--- src/rtl/cmpirq_pkg.sv ---
package cmpirq_pkg;
  localparam int ADDR_W = 2;

  typedef enum logic [ADDR_W-1:0] {
    A_CTRL = 2'd0,
    A_STAT = 2'd1,
    A_SETL = 2'd2
  } reg_addr_e;

  // control word, LSB first: en, rise mask, fall mask, hyst pos, hyst neg, resp
  typedef struct packed {
    logic [1:0] resp;
    logic [1:0] hneg;
    logic [1:0] hpos;
    logic       fmask;
    logic       rmask;
    logic       en;
  } ctrl_t;

  localparam int CTRL_W = $bits(ctrl_t);
endpackage

--- src/rtl/cmpirq_sync.sv ---
module cmpirq_sync #(
  parameter int STAGES = 2
) (
  input  logic clk,
  input  logic rst,
  input  logic en,
  input  logic raw,
  output logic level,
  output logic rise_ev,
  output logic fall_ev
);
  logic [STAGES-1:0] chain;
  logic              prev_q;

  genvar g;
  generate
    for (g = 0; g < STAGES; g++) begin : g_stage
      if (g == 0) begin : g_first
        always_ff @(posedge clk) begin
          if (rst || !en) chain[0] <= 1'b0;
          else            chain[0] <= raw;
        end
      end else begin : g_next
        always_ff @(posedge clk) begin
          if (rst || !en) chain[g] <= 1'b0;
          else            chain[g] <= chain[g-1];
        end
      end
    end
  endgenerate

  always_ff @(posedge clk) begin
    if (rst || !en) prev_q <= 1'b0;
    else            prev_q <= chain[STAGES-1];
  end

  assign level   = chain[STAGES-1];
  assign rise_ev = level & ~prev_q;
  assign fall_ev = ~level & prev_q;

  AST_DISABLED_LOW: assert property (@(posedge clk) disable iff (rst)
    !en |=> (!level && !rise_ev && !fall_ev));
endmodule

--- src/rtl/cmpirq_regs.sv ---
module cmpirq_regs
  import cmpirq_pkg::*;
#(
  parameter int DATA_W     = 16,
  parameter int SETTLE_W   = 8,
  parameter int SETTLE_RST = 16
) (
  input  logic                clk,
  input  logic                rst,
  input  logic                wr,
  input  logic [ADDR_W-1:0]   addr,
  input  logic [DATA_W-1:0]   wdata,
  output ctrl_t               ctrl,
  output logic [SETTLE_W-1:0] settle_cfg,
  output logic                reload,
  output logic                clr_rise,
  output logic                clr_fall
);
  ctrl_t               ctrl_q;
  ctrl_t               ctrl_new;
  logic [SETTLE_W-1:0] cfg_q;
  logic                ctrl_wr;
  logic                unused_wdata;

  assign ctrl_new = ctrl_t'(wdata[CTRL_W-1:0]);
  assign ctrl_wr  = wr && (addr == A_CTRL);
  assign unused_wdata = ^wdata;

  // reload on enable turning on or on any analog-mode field change
  assign reload = ctrl_wr && ((!ctrl_q.en && ctrl_new.en) ||
                              (ctrl_new.hpos != ctrl_q.hpos) ||
                              (ctrl_new.hneg != ctrl_q.hneg) ||
                              (ctrl_new.resp != ctrl_q.resp));

  assign clr_rise = wr && (addr == A_STAT) && !wdata[0];
  assign clr_fall = wr && (addr == A_STAT) && !wdata[1];

  always_ff @(posedge clk) begin
    if (rst) begin
      ctrl_q <= '0;
      cfg_q  <= SETTLE_W'(SETTLE_RST);
    end else if (wr) begin
      if (addr == A_CTRL) ctrl_q <= ctrl_new;
      if (addr == A_SETL) cfg_q  <= wdata[SETTLE_W-1:0];
    end
  end

  assign ctrl       = ctrl_q;
  assign settle_cfg = cfg_q;

  AST_CTRL_HOLD: assert property (@(posedge clk) disable iff (rst)
    !ctrl_wr |=> $stable(ctrl_q));
endmodule

--- src/rtl/cmpirq_settle.sv ---
module cmpirq_settle #(
  parameter int SETTLE_W = 8
) (
  input  logic                clk,
  input  logic                rst,
  input  logic                en,
  input  logic                reload,
  input  logic [SETTLE_W-1:0] cfg,
  output logic                set_ok
);
  logic [SETTLE_W-1:0] cnt_q;

  always_ff @(posedge clk) begin
    if (rst)                cnt_q <= '0;
    else if (reload)        cnt_q <= cfg;
    else if (cnt_q != '0)   cnt_q <= cnt_q - 1'b1;
  end

  assign set_ok = en && (cnt_q == '0);

  AST_RELOAD_VALUE: assert property (@(posedge clk) disable iff (rst)
    reload |=> (cnt_q == $past(cfg)));
  AST_COUNT_DOWN: assert property (@(posedge clk) disable iff (rst)
    (!reload && cnt_q != '0) |=> (cnt_q == $past(cnt_q) - 1'b1));
endmodule

--- src/rtl/cmpirq_flags.sv ---
module cmpirq_flags (
  input  logic clk,
  input  logic rst,
  input  logic rise_ev,
  input  logic fall_ev,
  input  logic set_ok,
  input  logic clr_rise,
  input  logic clr_fall,
  input  logic rmask,
  input  logic fmask,
  output logic rise_flag,
  output logic fall_flag,
  output logic irq
);
  logic rise_q, fall_q, irq_q;

  always_ff @(posedge clk) begin
    if (rst) begin
      rise_q <= 1'b0;
      fall_q <= 1'b0;
      irq_q  <= 1'b0;
    end else begin
      if (rise_ev && set_ok) rise_q <= 1'b1;
      else if (clr_rise)     rise_q <= 1'b0;
      if (fall_ev && set_ok) fall_q <= 1'b1;
      else if (clr_fall)     fall_q <= 1'b0;
      irq_q <= (rise_q & rmask) | (fall_q & fmask);
    end
  end

  assign rise_flag = rise_q;
  assign fall_flag = fall_q;
  assign irq       = irq_q;

  AST_RISE_STICKY: assert property (@(posedge clk) disable iff (rst)
    (rise_q && !clr_rise) |=> rise_q);
  AST_FALL_STICKY: assert property (@(posedge clk) disable iff (rst)
    (fall_q && !clr_fall) |=> fall_q);
  AST_SET_WINS: assert property (@(posedge clk) disable iff (rst)
    (fall_ev && set_ok && clr_fall) |=> fall_q);
  AST_RISE_GATED: assert property (@(posedge clk) disable iff (rst)
    $rose(rise_q) |-> $past(rise_ev && set_ok));
  AST_FALL_GATED: assert property (@(posedge clk) disable iff (rst)
    $rose(fall_q) |-> $past(fall_ev && set_ok));
  AST_IRQ_RAISE: assert property (@(posedge clk) disable iff (rst)
    ((rise_q && rmask) || (fall_q && fmask)) |=> irq_q);
endmodule

--- src/rtl/cmp_edge_irq.sv ---
module cmp_edge_irq
  import cmpirq_pkg::*;
#(
  parameter int DATA_W      = 16,
  parameter int SETTLE_W    = 8,
  parameter int SETTLE_RST  = 16,
  parameter int SYNC_STAGES = 2
) (
  input  logic              clk,
  input  logic              rst,
  input  logic              cmp_raw,
  input  logic              bus_wr,
  input  logic              bus_rd,
  input  logic [1:0]        bus_addr,
  input  logic [DATA_W-1:0] bus_wdata,
  output logic [DATA_W-1:0] bus_rdata,
  output logic              bus_rvalid,
  output logic              cmp_en,
  output logic [1:0]        hyst_pos,
  output logic [1:0]        hyst_neg,
  output logic [1:0]        resp_mode,
  output logic              irq
);
  ctrl_t               ctrl;
  logic [SETTLE_W-1:0] settle_cfg;
  logic                reload, clr_rise, clr_fall;
  logic                level, rise_ev, fall_ev, set_ok;
  logic                rise_flag, fall_flag;
  logic [DATA_W-1:0]   rd_mux;
  logic [DATA_W-1:0]   rdata_q;
  logic                rvalid_q;

  cmpirq_regs #(
    .DATA_W(DATA_W), .SETTLE_W(SETTLE_W), .SETTLE_RST(SETTLE_RST)
  ) u_regs (
    .clk(clk), .rst(rst), .wr(bus_wr), .addr(bus_addr), .wdata(bus_wdata),
    .ctrl(ctrl), .settle_cfg(settle_cfg), .reload(reload),
    .clr_rise(clr_rise), .clr_fall(clr_fall)
  );

  cmpirq_sync #(.STAGES(SYNC_STAGES)) u_sync (
    .clk(clk), .rst(rst), .en(ctrl.en), .raw(cmp_raw),
    .level(level), .rise_ev(rise_ev), .fall_ev(fall_ev)
  );

  cmpirq_settle #(.SETTLE_W(SETTLE_W)) u_settle (
    .clk(clk), .rst(rst), .en(ctrl.en), .reload(reload),
    .cfg(settle_cfg), .set_ok(set_ok)
  );

  cmpirq_flags u_flags (
    .clk(clk), .rst(rst), .rise_ev(rise_ev), .fall_ev(fall_ev),
    .set_ok(set_ok), .clr_rise(clr_rise), .clr_fall(clr_fall),
    .rmask(ctrl.rmask), .fmask(ctrl.fmask),
    .rise_flag(rise_flag), .fall_flag(fall_flag), .irq(irq)
  );

  always_comb begin
    rd_mux = '0;
    case (bus_addr)
      A_CTRL: rd_mux[CTRL_W-1:0]   = ctrl;
      A_STAT: rd_mux[2:0]          = {level, fall_flag, rise_flag};
      A_SETL: rd_mux[SETTLE_W-1:0] = settle_cfg;
      default: rd_mux = '0;
    endcase
  end

  always_ff @(posedge clk) begin
    if (rst) begin
      rdata_q  <= '0;
      rvalid_q <= 1'b0;
    end else begin
      rvalid_q <= bus_rd;
      rdata_q  <= bus_rd ? rd_mux : '0;
    end
  end

  assign bus_rdata  = rdata_q;
  assign bus_rvalid = rvalid_q;
  assign cmp_en     = ctrl.en;
  assign hyst_pos   = ctrl.hpos;
  assign hyst_neg   = ctrl.hneg;
  assign resp_mode  = ctrl.resp;

  AST_READ_LATENCY: assert property (@(posedge clk) disable iff (rst)
    bus_rd |=> bus_rvalid);
  AST_NO_SPURIOUS_VALID: assert property (@(posedge clk) disable iff (rst)
    !bus_rd |=> !bus_rvalid);
endmodule

--- config.mk ---
export PLATFORM = sky130hd
export DESIGN_NAME = cmp_edge_irq
export DESIGN_NICKNAME = d
export VERILOG_FILES = /design/src/rtl/cmpirq_pkg.sv /design/src/rtl/cmpirq_sync.sv /design/src/rtl/cmpirq_regs.sv /design/src/rtl/cmpirq_settle.sv /design/src/rtl/cmpirq_flags.sv /design/src/rtl/cmp_edge_irq.sv
export SDC_FILE = /design/constraint.sdc
export NUM_CORES = 1
export LEC_CHECK = 0
export BUFFER_PORTS_ARGS = -buffer_cell sky130_fd_sc_hd__buf_2
export CORE_MARGIN = 4
export CORE_UTILIZATION = 58
export CTS_BUF_LIST = sky130_fd_sc_hd__clkbuf_2
export CTS_CLUSTER_DIAMETER = 50
export DETAILED_ROUTE_END_ITERATION = 8
export PLACE_DENSITY = 0.86
export SLEW_MARGIN = 25
export SYNTH_ARGS = -nofsm -noshare
export SYNTH_HDL_FRONTEND = slang
export SYNTH_HIERARCHICAL = 1
export SYNTH_SLANG_ARGS = --single-unit
--- constraint.sdc ---
create_clock -name clk -period 2.4 [get_ports clk]
set_input_delay 0.12 -clock clk [delete_from_list [all_inputs] [get_ports clk]]
set_output_delay 0.12 -clock clk [all_outputs]
set_load 0.005 [all_outputs]
==> metrics <==
overall routed net length=4.02 mm; PortBufs=33; CP Class=in -> reg; setup_tns=0 ns; # rows=20; critical path's largest stage delay=0.54 ns; Die X=64.5 um; Slew Viols, Final=0; Fmax=0.528 GHz; worst reg-to-reg path cell count=6; Core Footprint=roughly 3000 sq um; most used cell, CP=or2_2; Reg2Reg Launch Point=u_regs/ctrl[6]; vias per cell=5.29; Area contributors post-synth=dfxtp_1, mux2i_1, nor2_1; Hold Path Depth=2; die area=4160 sq um; Crit. End Element=register; overall power=1.73 mW; Slew @ Worst Pin=0.618 ns; TritonCTS clock tree=done; HP Class=in -> reg; CTS max path bufs=2; YS warnings=6; critical path endpoint=u_settle/cnt_q[7]; Worst Path Max Fanout=4; Worst EP arrival=around 2.2 ns; Final Hold Fails=0; remaining global-route overflow=0; layout cells sized above 1=22.9%; Skew-Pair Late Insertion Delay=0.39 ns; Worst-path clk slew=0.18 ns; Worst setup SP type=input port; Tot GR Track Use=21.1%; slack of the critical path=around 0.50 ns; #FFs+latches synth=41; first-pass GRT wire length=6.77 mm; endpoints failing setup=0; vias=1482; sequential area share after synthesis=44.3%; power density over the cells=807 nW/um^2; crit-path leading delay family=buffers and inverters; IO Count=48; DRC=0; Max transition margin=between 50% and 60%; CTS sink cnt=41; status=finished clean; Worst Setup SP=bus_wdata[4]; peak supply drop=0.451 mV; Max Clock Skew=0.00806 ns; RSZ-0062 raised after global routing=false; vias in the first global route=1453; crit-path cells=dlygate4sd3_1, buf_2, xnor2_1, o2111ai_1, o41a_1, or2_2, or2_2, o22ai_1; Post-synth top flop=dfxtp_1; commonest non-fill, non-tap cell in the layout=dfxtp_1; Syn Std Cell Area=1850 sq um; CP bufs+invs=2; Critical-path top delay cell=dlygate4sd3_1; Filler cells=~250; initial DRC count=65; Critical Path Stages=8; Die Height=around 65 um; buffer count from post-CTS setup fixing=0; biggest area consumer among synthesized cells=dfxtp_1; mean post-synth cell area=9.70 sq um; H-tree level count=2; Placement Setup Slack=0.567 ns; Pleak=0.973 nW; R2R setup slack=0.52 ns; reg-to-reg endpoint=u_settle/cnt_q[7]; CTS Root Cell=clkbuf_2; EDFF count, synth=0; pin count of the biggest net entering global routing=34; Placer Congestion=~0.77; Synth top area share=44.3%; Inserted Diodes=0; drt wl/cell=14.3 um; commonest non-fill, non-tap cells in the layout=dfxtp_1, buf_2, nor2_1; Req. time, crit path=2.73 ns; Initial Util=60.7%; # nets final=260; period utilization=79.0%; min Tclk post-route=1.90 ns; Yosys cell types=40; Gate Count Post-Synth=191; initial antenna violation count=0; DP HPWL=2.66 mm; Layout area overhead=15.9%; TritonCTS buffer count=5; max-cap violation count=0; Post-synth ARST share=0%; Post-DRT Antenna Nets=0; DRT Pass-1 Iters=4
state kept, by name, indices dropped and copies added (netlist names), 8 cells and up:
register           cells
bus_rdata              9
u_regs/ctrl            9
u_settle/cnt_q         8
u_regs/settle_cfg      8
synth_stat cells (2+ instances only):
cell type,instances
a211oi_1,6
a21oi_1,4
and3b_1,3
buf_1,2
buf_4,8
buf_6,4
dfxtp_1,41
ha_1,2
inv_1,5
mux2i_1,21
nand2_1,12
nand2b_1,5
nand3b_1,2
nor2_1,27
nor2b_1,5
nor3_1,2
nor3b_1,2
nor3b_2,2
o22ai_1,4
or2_2,2
or3_1,2
xnor2_1,7
xor2_1,6
how the worst min path moves through the flow:
stage,start,endpoint,slack [ns]
after floorplan,rst,u_flags/fall_flag,0.19
after global placement,bus_rd,bus_rvalid,0.36
after detailed placement,cmp_raw,u_sync/chain[0],0.37
after CTS,bus_addr[0],bus_rdata[1],0.009
after global routing,bus_addr[0],bus_rdata[0],0.009
final,bus_addr[0],bus_rdata[1],0.04
cells by family (layout without fill, tap and decap cells):
| logic type | count (synthesis) | count (layout) | synth area share, % |
|---|---|---|---|
| flops | 41 | 41 | 44.3 |
| simple gates | 71 | 71 | 20.7 |
| mux | 22 | 22 | 12.0 |
| buf+inv | 21 | 60 | 7.56 |
| other cells | 1 | 7 | 0.202 |
| xor+xnor | 13 | 13 | 6.14 |
| fa+ha+maj | 2 | 2 | 1.35 |
| compound gates | 20 | 20 | 7.83 |
report_power, final:
part / switching (mW) / internal (mW)
Combinational: 0.289 / 0.311
Sequential: 0.0827 / 0.761
Clock: 0.203 / 0.0859
worst reg2reg max path, cell delays in order, from the launching register on:
cell and delay [ns]:
dfxtp_1 0.42, xnor2_1 0.14, o2111ai_1 0.14, o41a_1 0.36
or2_2 0.36, or2_2 0.30, o22ai_1 0.11
stage by stage:
step | hold WS (ns) | std cells | cell area (sq um) | util [%]
after floorplan | 0.189 | 197 | 1880 | -
after global placement | 0.357 | 261 | 2000 | 65.4
after detailed placement | 0.369 | 261 | 2000 | 65.4
after CTS | 0.00920 | 280 | 2150 | 70.3
after global routing | 0.00862 | 280 | 2150 | 70.3
final | 0.0357 | 280 | 2150 | 70.3
metal layers:
| layer | GRT usage [%] | up-vias | routed length [um] |
|---|---|---|---|
| met5 | 0 | - | 0 |
| met4 | 9.50 | 0 | 70 |
| met3 | 3.81 | 7 | 212 |
| met2 | 37.8 | 44 | 2120 |
| met1 | 24.3 | 714 | 1620 |
| li1 | - | 717 | - |
timing repair:
action | in CTS | in global routing
endpoints found under the setup margin | 0 | 0
hold buffers | 11 | 0
hold endpoints to repair | 17 | 0
resized for setup | 0 | 0
area by class of cell:
type                            count  area (sq um)  area share [%]
Tap cell                           44          55.1            2.56
Inverter                            5          18.8           0.874
Sequential cell                    41           821            38.2
Timing Repair Buffer               47           298            13.9
Clock buffer                        8          40.0            1.86
Multi-Input combinational cell    135           915            42.6
(Power assumes the default switching activity.)
